File: config.mk
export PLATFORM = sky130hd
export DESIGN_NAME = bytecpu_seq
export DESIGN_NICKNAME = d
export VERILOG_FILES = /design/src/rtl/bytecpu_seq.sv
export SDC_FILE = /design/constraint.sdc
export NUM_CORES = 1
export LEC_CHECK = 0
export BUFFER_PORTS_ARGS = -buffer_cell sky130_fd_sc_hd__buf_2
export CELL_PAD_IN_SITES_DETAIL_PLACEMENT = 1
export CELL_PAD_IN_SITES_GLOBAL_PLACEMENT = 2
export CORE_ASPECT_RATIO = 0.75
export CORE_MARGIN = 5
export CORE_UTILIZATION = 36
export CTS_CLUSTER_DIAMETER = 50
export DETAILED_ROUTE_END_ITERATION = 12
export PLACE_DENSITY_LB_ADDON = 0.1
export SYNTH_ARGS = -nofsm -noshare
export SYNTH_HDL_FRONTEND = slang
export SYNTH_SLANG_ARGS = --single-unit
File: constraint.sdc
create_clock -name clk -period 3.37 [get_ports clk]
set_clock_uncertainty 0.15 [all_clocks]
set_input_delay 0.1685 -clock clk [delete_from_list [all_inputs] [get_ports clk]]
set_output_delay 0.1685 -clock clk [all_outputs]
set_load 0.05 [all_outputs]
File: src/rtl/bytecpu_seq.sv
module bytecpu_seq (
  input  logic       clk,
  input  logic       rst_n,
  input  logic [7:0] mem_rdata,
  output logic [5:0] mem_addr,
  output logic [7:0] mem_wdata,
  output logic       mem_re,
  output logic       mem_we,
  output logic [7:0] pc_o,
  output logic       zf_o,
  output logic       cf_o,
  output logic       instr_done
);
  typedef enum logic [2:0] {S_FLO, S_FHI, S_DEC, S_EXE, S_MEM, S_WB} st_t;

  st_t         st;
  logic [7:0]  rf [8];
  logic [15:0] ir;
  logic [7:0]  opa, opb, mdr;
  logic [5:0]  ea;
  logic        zf, cf;

  logic [1:0] op, acmd, btype, cond;
  logic [2:0] rd, rn, rm, lcmd, sh;
  logic [7:0] immx, imm_rot;
  assign op    = ir[15:14];
  assign acmd  = ir[13:12];
  assign lcmd  = ir[13:11];
  assign btype = ir[13:12];
  assign cond  = ir[11:10];
  assign rd    = ir[10:8];
  assign rn    = ir[7:5];
  assign rm    = ir[2:0];
  assign immx  = {3'b000, ir[4:0]};
  assign imm_rot = (immx << ir[7:5]) | (immx >> (4'd8 - {1'b0, ir[7:5]}));

  logic is_load, is_store, is_bi, needs_mem;
  assign is_load   = (op == 2'b10) &&  ir[13];
  assign is_store  = (op == 2'b10) && !ir[13];
  assign is_bi     = (op == 2'b11) && (btype == 2'b10);
  assign needs_mem = (op == 2'b10) || is_bi;

  logic [7:0] a_sel, b_sel;
  always_comb begin
    a_sel = rf[rn];
    b_sel = rf[rm];
    case (op)
      2'b00: if (ir[11]) begin
        a_sel = rf[rd];
        b_sel = imm_rot;
      end
      2'b01: if (lcmd >= 3'd3) begin
        a_sel = rf[rd];
        b_sel = {5'b00000, ir[2:0]};
      end
      2'b10: b_sel = {2'b00, ir[11], ir[4:0]};
      default: ;
    endcase
  end

  logic [8:0] sum9, dif9;
  logic [7:0] rol_v, ror_v, asr_v, alu_res;
  logic       alu_c;
  assign sh    = opb[2:0];
  assign sum9  = {1'b0, opa} + {1'b0, opb};
  assign dif9  = {1'b0, opa} - {1'b0, opb};
  assign rol_v = (opa << sh) | (opa >> (4'd8 - {1'b0, sh}));
  assign ror_v = (opa >> sh) | (opa << (4'd8 - {1'b0, sh}));
  assign asr_v = $signed(opa) >>> sh;

  always_comb begin
    alu_res = opb;
    alu_c   = 1'b0;
    if (!op[0]) begin
      case (acmd)
        2'd0:       {alu_c, alu_res} = sum9;
        2'd1, 2'd2: begin alu_res = dif9[7:0]; alu_c = ~dif9[8]; end
        default:    alu_res = opb;
      endcase
    end else begin
      case (lcmd)
        3'd0: alu_res = opa & opb;
        3'd1: alu_res = opa | opb;
        3'd2: alu_res = opa ^ opb;
        3'd3: alu_res = rol_v;
        3'd4: alu_res = ror_v;
        3'd5: alu_res = opa << sh;
        3'd6: alu_res = opa >> sh;
        default: alu_res = asr_v;
      endcase
    end
  end

  logic wr_alu, wr_flags, cond_ok, br_take;
  assign wr_alu   = (op == 2'b01) || (op == 2'b00 && acmd != 2'd2);
  assign wr_flags = (op == 2'b00) && (acmd != 2'd3);
  always_comb begin
    case (cond)
      2'd0:    cond_ok = zf;
      2'd1:    cond_ok = !zf;
      2'd2:    cond_ok = cf;
      default: cond_ok = !cf;
    endcase
  end
  assign br_take = (op == 2'b11) &&
                   (btype == 2'b00 || btype == 2'b01 || (btype == 2'b11 && cond_ok));

  always_ff @(posedge clk or negedge rst_n) begin
    if (!rst_n) begin
      st  <= S_FLO;
      ir  <= '0;
      opa <= '0;
      opb <= '0;
      mdr <= '0;
      ea  <= '0;
      zf  <= 1'b0;
      cf  <= 1'b0;
      for (int i = 0; i < 8; i++) rf[i] <= '0;
    end else begin
      case (st)
        S_FLO: begin
          ir[7:0] <= mem_rdata;
          st      <= S_FHI;
        end
        S_FHI: begin
          ir[15:8] <= mem_rdata;
          rf[7]    <= rf[7] + 8'd2;
          st       <= S_DEC;
        end
        S_DEC: begin
          opa <= a_sel;
          opb <= b_sel;
          st  <= S_EXE;
        end
        S_EXE: begin
          st <= needs_mem ? S_MEM : S_FLO;
          if (op == 2'b10) ea <= ir[12] ? {ir[11], ir[4:0]} : opa[5:0] + opb[5:0];
          else             ea <= ir[5:0];
          if (wr_alu) rf[rd] <= alu_res;
          if (wr_flags) begin
            zf <= (alu_res == 8'd0);
            cf <= alu_c;
          end
          if (op == 2'b11 && btype == 2'b01) rf[6] <= rf[7];
          if (br_take) rf[7] <= {2'b00, ir[5:0]};
        end
        S_MEM: begin
          mdr <= mem_rdata;
          st  <= is_store ? S_FLO : S_WB;
        end
        S_WB: begin
          rf[is_bi ? 3'd7 : rd] <= mdr;
          st <= S_FLO;
        end
        default: st <= S_FLO;
      endcase
    end
  end

  assign mem_addr   = (st == S_FLO) ? rf[7][5:0] :
                      (st == S_FHI) ? rf[7][5:0] + 6'd1 : ea;
  assign mem_re     = (st == S_FLO) || (st == S_FHI) ||
                      (st == S_MEM && (is_load || is_bi));
  assign mem_we     = (st == S_MEM) && is_store;
  assign mem_wdata  = rf[rd];
  assign pc_o       = rf[7];
  assign zf_o       = zf;
  assign cf_o       = cf;
  assign instr_done = (st == S_EXE && !needs_mem) || (st == S_MEM && is_store) || (st == S_WB);
endmodule

### Yosys cells after proc, flatten, opt, wreduce, memory -nomap -nowiden

Cells that the tools add are included.

* add/subtract/negate cells: 7
* order comparisons: 7
* eq/ne operators: 24
* shifts and indexed selects: 7
* muxes and demuxes: 40
* bitwise gates (word level): 11
* reduce and logical (&&, ||, !) cells: 39

Operator list (count)
* $bwmux W64: 2
* $mux W8: 15
* $pmux W56 S2: 1
* $bmux W8 S3: 3
* $mux W64: 1
* $pmux W8 S7: 1
* $demux W8 S3: 2
* $pmux W8 S3: 2
* $or A8 B8 Y8: 4
* $pmux W8 S2: 2
* $mux W6: 4
* $ge A4 B4 Y1 const B: 4
* $not A3 Y4: 4
* $eq A3 B3 Y1 const B: 5
* $pmux W3 S5: 1
* $logic_and A1 B1 Y1: 13
* $eq A3 B2 Y1 const B: 4
* $eq A2 B2 Y1 const B: 5
* $add A8 B8 Y9: 1
* $logic_or A1 B1 Y1: 9
* $mux W3: 3
* $sub A8 B8 Y9: 1
* $add A8 B2 Y8 const B: 1
* $and A8 B8 Y8: 1
* 29 further kinds: 46

* bits in registers: 115
* input bits: 10
* output and inout port bits: 27
* logic and storage cells: 152

### Longest topological paths before layout

Gate-level depths: netlist (run 1).

* word-level depth: 10
* gate-level depth with buffers: 14
* depth with buffers taken out: 11

### Worst setup path after synthesis (run 1)

Ideal clock, no wire load.

* path kind: flip-flop to flip-flop
* from: reg opb[2]
* to: reg rf, in the netlist pc_o[6]
* library setup time: 87 ps
* arrival: 3153 ps
* required time: 3133 ps
* slack: -19 ps
* cell stages (with the launch flop): 13
* buffers on the path: 3
* period minus slack after synthesis: 3389 ps
* path through: dfrtp_1 > buf_2 > inv_1 > clkbuf_1 > ha_1 > buf_2 > nor2b_1 > o31ai_2 > o31ai_1 > mux2_2 > a211oi_4 > or4b_1 > o211ai_1

* word-level cells in the longest chain between the ends: 9
* elaborated cells on any way between the ends: 17
* classes of those cells: add/sub: 3; shift: 5; mux: 7; bitwise: 2

RTL lines
* start, declared: RTL line 19 `logic [7:0] opa, opb, mdr;`
* start signal, assigned: RTL line 132 `opb <= b_sel;`
* $sub A4 B3 Y4: RTL line 67, 68
* $shl A8 B4 Y8 or $shr A8 B4 Y8 (tied branches): RTL line 68, 67
* $or A8 B8 Y8 (on tied branches): RTL line 68, 67
* $pmux W8 S7: RTL line 81 `case (lcmd)`
* $mux W8 (*): RTL line 74 `if (!op[0]) begin`
* $bwmux W64 (*): RTL line 139 `if (wr_alu) rf[rd] <= alu_res;`
* $mux W64 (*): RTL line 139
* $mux W8 (*): RTL line 145 `if (br_take) rf[7] <= {2'b00, ir[5:0]};`
* $pmux W8 S3 (*): RTL line 120 `case (st)`
* end signal, assigned by index: RTL line 139
* end signal, assigned by index: RTL line 152 `rf[is_bi ? 3'd7 : rd] <= mdr;`
* end, declared: RTL line 17 `logic [7:0] rf [8];`

Every way passes the cells marked *; elsewhere a longest branch is shown, timed or not. The select of a mux whose other input is x is not followed.
A chain may end at the register's enable or synchronous reset.

### Worst setup path after layout (run 1)

* from: reg opb[1]
* to: reg rf[46] (netlist bit)

* word-level cells in the longest chain between the ends: 8
* elaborated cells on any way between the ends: 16
* classes of those cells: add/sub: 3; shift: 5; mux: 6; bitwise: 2

RTL lines (RTL line)
* $sub A4 B3 Y4: 67, 68
* $shl A8 B4 Y8 or $shr A8 B4 Y8 (tied branches): 68, 67
* $or A8 B8 Y8 (on tied branches): 68, 67
* $pmux W8 S7: 81
* $mux W8 (*): 74
* $bwmux W64 (*): 139
* $mux W64 (*): 139
* $pmux W56 S2 (*): 120

Marks and branches as above.

==> flow_summary.toml, run 1 <==
[route]
wl_um = 48900
final_antenna_net_count = 0
via_per_inst = 6.41
wl_per_cell_um = 29.0
drc = 0
drt-initial-drc-count = 1213
vias = 10800
drt_pass1_iterations = 5

[logic_synthesis]
ys_ff_latch = 115
synthSimpleGateAreaFrac = 0.182
post-synth-top-count-cell = "nand2_1"
syn_area_um2 = 10700
synth_top_area_share = 0.269
ys_warn_count = 0
synth-async-reset-ratio = 1.00
synth_area_leaders = "dfrtp_1, mux4_2, mux2i_1, nand2_1, o21ai_0"
synth_xor_area_frac = 0.0147
synthMuxAreaShare = 0.201
synth_top_family_by_area = "compound AO/OA/AOI/OAI gates"
yosysTopAreaCell = "dfrtp_1"
syn_nets = 1280
ys_seq_area_frac = 0.269
avgSynthCellArea_um2 = 8.66
synth_edf_count = 0
ys.flop_type = "dfrtp_1"
synth-compound-area-share = 0.228
synthAdderAreaFrac = 0.0424
netlist_top_cells_count = "nand2_1, dfrtp_1, o21ai_0"
yosysUniqueCellTypes = 88
syn_inst = 1235

[clocking]
cts.htree.levels = 4
clockBufferDepth = 2
cts_tree = "built"
clock_latency_ns = 0.43
cts_sinks = 115
clk_pin_slew_ns = 0.06
numCtsBuffers = 17
cts_root_buf = "clkbuf_16"
cts_setup_buffers = 0

[timing]
hold_violations = 0
relSlewSlack = 0.184
fin_setup_tns_ns = 0
fmax_ghz = 0.308
fin_ws_ns = 0.125
fin_hold_ws_ns = 0.210
worst_slew_pin_slew_ns = 1.22
fin_crit_ns = 3.24
period_share = 0.963
rsz0062_at_grt = "true"
setup_viol = 0
finalMaxSlewViolations = 0

[die]
io_pins = 37
die_area_um2 = 33300
die_y_um = 159
die_x_um = 209
core_um2 = 29200
initial_core_util = 0.366
num_rows = 54

[setup_path]
cp_max_fo = 10
critical_path.max_stage_delay_ns = 0.46
cp-start-kind = "register"
end_kind = "register"
cp_cell_sequence = "clkinv_1, buf_4, ha_1, mux4_1, nor2_1, a211oi_2, nor4_1, buf_4, a211oi_4, buf_4, a22oi_1, o21ai_0"
worstPathRequired_ns = 3.48
crit_family = "buffers and inverters"
crit_top_cell = "buf_4"
critPathKind = "reg -> reg"
cp.buffers_inverters = 4
arrival_ns = 3.36
rrSetupSlack_ns = 0.13
cpMaxStageDelayCell = "ha_1"

[cells_and_area]
layout-drive-gt1-share = 0.230
fillers = 3410
multiInputGateArea_um2 = 7190
area_growth_pct = 15.8
fin_nets = 1325
seq_area_um2 = 2880

[flow_run]
drv_cap = 0

[placement]
numPortBuffers = 36
dpl_worst_slack_ns = 0.0395
dp_hpwl_um = 36900
gp_congestion = 0.940

[global_routing]
overflow = 0
grt_util_all_layers = 0.289
first_global_vias = 10600
grt_max_degree = 54
antenna_found_initial = 0
grt_pass1_wl_um = 73200

[run_status]
status = "completed"

[min_path]
hold_path_class = "in -> async"
==> kinds of logic after synthesis <==
kind of cell | Yosys count
muxes | 145
DFF | 115
buffers and inverters | 154
and+or+nand+nor | 407
xor gates and xnor gates | 15
adders and majority gates | 35
AOI/OAI and AO/OA | 364
==> flip-flops by register name (all words and copies together) (netlist names) <==
| name | flops |
|---|---|
| ir | 16 |
| zf_o | 1 |
| st | 3 |
| cf_o | 1 |
| pc_o | 8 |
| opb | 8 |
| ea | 6 |
| mdr | 8 |
| rf | 56 |
| opa | 8 |
==> per-layer routing <==
layer  part of all wire  track usage
met1               0.50        0.469
met2               0.40        0.390
met3              0.087       0.0620
met4              0.011       0.0507
met5                  0            0
==> through the flow <==
stage          instances   util  area (um2)
2_1_floorplan       1235      -       10700
3_3_place_gp        1644  0.402       11700
3_5_place_dp        1644  0.402       11700
4_1_cts             1684  0.423       12300
5_1_grt             1684  0.424       12400
6_report            1685  0.424       12400
==> final cells by class <==
type / instances / area share
repair buffers: 148 / 0.0936
inverters: 32 / 0.00970
flip-flops and latches: 115 / 0.233
clock buffers: 19 / 0.0366
multi-input cells: 966 / 0.581
clock inverters: 12 / 0.00677
well taps: 392 / 0.0396
diodes: 1 / 0.000202
==> final timing paths <==
kind	startpoint	end	cells after the start
worst max-delay path	opb[1]	rf[46]	12
worst min-delay path	rst_n	rf[32]	2
worst max register to register	opb[1]	rf[46]	12
worst min register to register	ea[5]	ea[5]	2
max in group asynchronous	rst_n	rf[14]	3
min in group clk	ea[5]	ea[5]	2
==> timing repair <==
action | CTS | global route
endpoints found under the hold margin | 75 | 0
setup endpoints to repair | 0 | 22
hold buffers | 9 | 0
gates resized for setup | 0 | 7
==> cell usage in the layout, fill, tap and decap left out, types with 6 or more instances in the layout <==
master / synthesis / final
buf_2: 22 / 35
nor2_1: 102 / 102
o21bai_1: 6 / 6
nand4_1: 9 / 9
xor2_1: 7 / 7
dlygate4sd3_1: 0 / 9
buf_12: 0 / 9
xnor2_1: 6 / 6
o2111ai_1: 8 / 8
a21oi_1: 56 / 56
mux2i_1: 59 / 59
mux2_2: 32 / 32
ha_1: 33 / 33
mux4_2: 51 / 51
dfrtp_1: 115 / 113
or2_2: 14 / 14
and2_1: 8 / 8
nand2_1: 145 / 145
a211oi_1: 15 / 11
nor3_1: 27 / 27
a221oi_1: 11 / 11
a22oi_1: 42 / 42
buf_4: 9 / 95
o31ai_1: 18 / 18
nand3_1: 19 / 19
nor2b_1: 13 / 13
o21ai_0: 105 / 104
nand2b_1: 16 / 16
nor3b_1: 10 / 10
or3_1: 12 / 12
inv_1: 31 / 31
o221ai_1: 7 / 7
clkbuf_16: 0 / 17
a31oi_1: 12 / 12
o22ai_1: 21 / 21
and3_1: 8 / 8
o211ai_1: 6 / 6
Power of run 1 is left out: the tool's default activity adds up to more than one toggle a clock period on the data nets, which glitch-free logic cannot reach.
==> run 2, diff against run 1 <==
--- a/config.mk
+++ b/config.mk
@@ -10,7 +10,7 @@
 export CELL_PAD_IN_SITES_GLOBAL_PLACEMENT = 2
 export CORE_ASPECT_RATIO = 0.75
 export CORE_MARGIN = 5
-export CORE_UTILIZATION = 36
+export CORE_UTILIZATION = 35
 export CTS_CLUSTER_DIAMETER = 50
 export DETAILED_ROUTE_END_ITERATION = 12
 export PLACE_DENSITY_LB_ADDON = 0.1
==> constraint.sdc (replaced) <==
create_clock -name clk -period 2.8 [get_ports clk]
set_clock_uncertainty 0.15 [all_clocks]
set_input_delay 0.14 -clock clk [delete_from_list [all_inputs] [get_ports clk]]
set_output_delay 0.14 -clock clk [all_outputs]
set_load 0.05 [all_outputs]
==> flow_summary.toml, run 2 (synthesis results as in run 1) <==
[die]
initial_core_util = 0.355
die_x_um = 212
die_area_um2 = 34200
die_y_um = 161
io_pins = 37
core_um2 = 30100
num_rows = 55

[clocking]
cts_sinks = 115
numCtsBuffers = 17
clockBufferDepth = 2
clock_latency_ns = 0.43
cts.htree.levels = 4
cts_tree = "built"
cts_root_buf = "clkbuf_16"
clk_pin_slew_ns = 0.06

[global_routing]
antenna_found_initial = 1
first_global_vias = 11400
globalRouteMet1Util = 0.479
met2_usage = 0.414
grt_pass1_wl_um = 77300
grt_util_all_layers = 0.300
grt.busiest_layer = "met1"
grt_max_degree = 47
grt_use_met3 = 0.0621
overflow = 0

[placement]
gp_congestion = 0.945
dpl.cell_count = 1775
dp_hpwl_um = 39200
numPortBuffers = 36
dpl_worst_slack_ns = -0.634

[setup_path]
cp-start-kind = "register"
reg2regPathDepth = 11
critPathLaunch = "opa[0]"
crit_top_cell = "inv_2"
worstReg2RegEnd = "pc_o[6]"
rrSetupSlack_ns = -0.27
crit_family = "compound AO/OA/AOI/OAI gates"
critPathKind = "reg -> reg"
arrival_ns = 3.26
worstSetupEndpoint = "pc_o[6]"
end_kind = "register"
worstPathRequired_ns = 2.99
critical_path.max_stage_delay_ns = 0.47
cp_max_fo = 3
cp_cell_sequence = "inv_2, ha_4, inv_2, fa_2, nor2b_4, o31ai_4, o31ai_2, mux2_4, a211oi_4, or4b_1, o211ai_1"
path_depth = 11
cpMaxStageDelayCell = "or4b_1"
r2r-start = "opa[0]"
cp.buffers_inverters = 2

[timing]
fin_crit_ns = 3.07
fin_setup_tns_ns = -5.47
hold_violations = 0
worst_slew_pin_slew_ns = 0.711
fmax_ghz = 0.326
setup_viol = 48
period_share = 1.10
rsz0062_at_grt = "true"
fin_ws_ns = -0.272
relSlewSlack = 0.523
finalMaxSlewViolations = 0

[cells_and_area]
layout-drive-gt1-share = 0.391
multiInputGateArea_um2 = 7960
regMostFlops = "rf"
seq_area_um2 = 2890
fin_nets = 1487
largest_reg_flops = 56
final_common_cell = "buf_4"
fin_cells = 1853
largestRegisters = "rf (56), ir (16)"
diodes = 0
area_growth_pct = 37.0
final_util = 0.486
layout_common_cells = "buf_4, nand2_1, dfrtp_1"
fillers = 3417

[route]
via_per_inst = 6.21
final_antenna_net_count = 0
drt-initial-drc-count = 1176
wl_per_cell_um = 28.1
vias = 11500
drc = 0
wl_um = 52000
drt_pass1_iterations = 6

[run_status]
status = "finished, violations left"
violations = "setup timing"

[flow_run]
drv_cap = 0

[min_path]
hold_path_class = "in -> async"
run 2: cell count changes in the layout (fill, tap and decap cells not counted), sizes merged:
| cell | delta |
|---|---|
| diode | -1 |
| buf | +160 |
| clkinv | +3 |
| clkbuf | +4 |
| clkinvlp | -3 |
| inv | -2 |
run 2: worst min path at each step:
stage | start | endpoint | slack, ns | cells past startpoint
4_1_cts | rst_n | rf[49] | 0.16 | 2
3_5_place_dp | rst_n | rf[51] | 0.08 | 1
2_1_floorplan | rst_n | cf_o | -0.31 | 0
3_3_place_gp | rst_n | rf[49] | 0.07 | 1
5_1_grt | rst_n | rf[51] | 0.22 | 2
6_report | rst_n | rf[49] | 0.14 | 2
run 2: layout make-up:
cell class	count	area share
clock inverter	10	0.00427
multi-input combinational	966	0.544
tap	399	0.0341
timing repair buffer	310	0.181
inverter	32	0.00905
sequential	115	0.197
clock buffer	21	0.0308
run 2: repair_timing:
action	CTS	global route
resized for setup	109	97
endpoints found under the hold margin	67	0
endpoints found under the setup margin	67	68
pin swaps	34	47
hold buffers	9	0
setup buffers	24	13
gates cloned	1	1
run 2: through the flow:
step / cell area [um2] / hold WS [ns]
after floorplan: 10900 / -0.306
after global placement: 12800 / 0.0704
after detailed placement: 12800 / 0.0792
after CTS: 14100 / 0.161
after global routing: 14600 / 0.216
final: 14600 / 0.144
run 2: routing by layer:
layer  up-vias  share of wire
met4         2          0.017
met2       511           0.41
met3        59          0.089
li1       5030              -
met1      5909           0.48
met5         -        0.00021
Power of run 2 is left out for the same reason.
==> run 3, diff against run 2 <==
--- a/config.mk
+++ b/config.mk
@@ -5,7 +5,6 @@
 export SDC_FILE = /design/constraint.sdc
 export NUM_CORES = 1
 export LEC_CHECK = 0
-export BUFFER_PORTS_ARGS = -buffer_cell sky130_fd_sc_hd__buf_2
 export CELL_PAD_IN_SITES_DETAIL_PLACEMENT = 1
 export CELL_PAD_IN_SITES_GLOBAL_PLACEMENT = 2
 export CORE_ASPECT_RATIO = 0.75
@@ -13,7 +12,9 @@
 export CORE_UTILIZATION = 35
 export CTS_CLUSTER_DIAMETER = 50
 export DETAILED_ROUTE_END_ITERATION = 12
+export DONT_BUFFER_PORTS = 1
 export PLACE_DENSITY_LB_ADDON = 0.1
+export SLEW_MARGIN = 15
 export SYNTH_ARGS = -nofsm -noshare
 export SYNTH_HDL_FRONTEND = slang
 export SYNTH_SLANG_ARGS = --single-unit
==> flow_summary.toml, run 3 (synthesis results as in run 1) <==
[placement]
gp_congestion = 0.926
numPortBuffers = 0
dpl_worst_slack_ns = -0.383
dp_hpwl_um = 38200

[die]
io_pins = 37
initial_core_util = 0.355
die_x_um = 212
num_rows = 55
die_area_um2 = 34200
die_y_um = 161
core_um2 = 30100

[route]
wl_um = 51800
via_per_inst = 6.19
drc = 0
vias = 11400
drt_pass1_iterations = 7
drt-initial-drc-count = 1021
wl_per_cell_um = 28.1
final_antenna_net_count = 0

[cells_and_area]
multiInputGateArea_um2 = 8250
final_common_cell = "buf_4"
diodes = 0
layout_common_cells = "buf_4, nand2_1, dfrtp_1"
regMostFlops = "rf"
largestRegisters = "rf (56), ir (16)"
seq_area_um2 = 2890
fin_nets = 1473
largest_reg_flops = 56
layout-drive-gt1-share = 0.418
fillers = 3406
area_growth_pct = 40.8

[clocking]
cts_tree = "built"
clockBufferDepth = 2
clock_latency_ns = 0.43
clk_pin_slew_ns = 0.06
numCtsBuffers = 17
cts_sinks = 115
cts.htree.levels = 4
cts_root_buf = "clkbuf_16"
ctsHoldBuffers = 8

[setup_path]
critPathKind = "reg -> reg"
r2r-start = "opb[0]"
arrival_ns = 3.23
critPathLaunch = "opb[0]"
worstSetupEndpoint = "pc_o[6]"
cp_max_fo = 3
worstPathRequired_ns = 2.99
worstReg2RegEnd = "pc_o[6]"
reg2regPathDepth = 10
cp-start-kind = "register"
rrSetupSlack_ns = -0.23
end_kind = "register"

[global_routing]
antenna_found_initial = 0
grt_pass1_wl_um = 76000
grt_util_all_layers = 0.294
overflow = 0
grt_use_met3 = 0.0783
grt_max_degree = 116
globalRouteMet1Util = 0.454
met2_usage = 0.408
first_global_vias = 11300
grt.busiest_layer = "met1"

[timing]
worst_slew_pin_slew_ns = 0.940
rsz0062_at_grt = "true"
fmax_ghz = 0.330
fin_hold_ws_ns = -0.751
finalMaxSlewViolations = 0
fin_ws_ns = -0.235
fin_crit_ns = 3.03
relSlewSlack = 0.372
hold_violations = 115
period_share = 1.08
setup_viol = 57

[flow_run]
drv_cap = 0

[run_status]
status = "finished, violations left"
violations = "hold timing, setup timing"

[min_path]
hold_path_class = "in -> async"
## run 3: cell count changes in the layout (fill, tap and decap cells not counted), moves of 6 or more
cell / delta
buf_2: -34
buf_4: +6
o21ai_2: +6
a22oi_1: -10
buf_6: +13
o21ai_1: +9
o21ai_0: -14
ha_1: -7
a22oi_2: +10
## run 3: critical path, stage by stage (launching register included)
cell	delay, ns
dfrtp_2	0.48
ha_4	0.17
inv_2	0.04
fa_2	0.36
nor2b_4	0.14
o31ai_4	0.20
o31ai_2	0.11
mux2_4	0.33
a211oi_4	0.41
or4b_1	0.47
o211ai_1	0.09
## run 3: final cells by class
type | instances | share of cell area
Timing Repair Buffer | 296 | 0.179
Multi-Input combinational cell | 966 | 0.548
Clock inverter | 12 | 0.00873
Sequential cell | 115 | 0.192
Inverter | 32 | 0.00898
Tap cell | 399 | 0.0332
Clock buffer | 20 | 0.0297
## run 3: worst min path at each step
stage                         to  startpoint  slack [ns]
after floorplan             cf_o       rst_n       -0.31
after global placement    rf[53]       rst_n       -0.30
after detailed placement  rf[53]       rst_n       -0.30
after CTS                 rf[53]       rst_n       -0.77
after global routing      rf[37]       rst_n       -0.77
final                     rf[37]       rst_n       -0.75
## run 3: per-stage QoR
step / cell area [um2] / instances / TNS [ns] / util
final: 15000 / 1840 / -6.43 / 0.499
after global placement: 12800 / 1759 / -12.06 / 0.426
after global routing: 15000 / 1840 / -10.70 / 0.499
after CTS: 14500 / 1828 / -5.20 / 0.480
after floorplan: 10900 / 1235 / -0.677 / -
after detailed placement: 12800 / 1759 / -13.46 / 0.426
## run 3: repair_timing
action                                  in CTS  in global routing
endpoints found under the hold margin      139                115
gates cloned                                 1                  1
pin swaps                                   66                 79
resized for setup                          184                100
buffers inserted                            30                 18
endpoints found under the setup margin      65                 67
## run 3: metal layers
metal	wire (um)	share of wire	vias up
met4	1010	0.019	0
met3	4950	0.096	57
met2	21100	0.41	498
met1	24700	0.48	5843
li1	-	-	4989
met5	0	0	-
Power of run 3 is left out for the same reason.
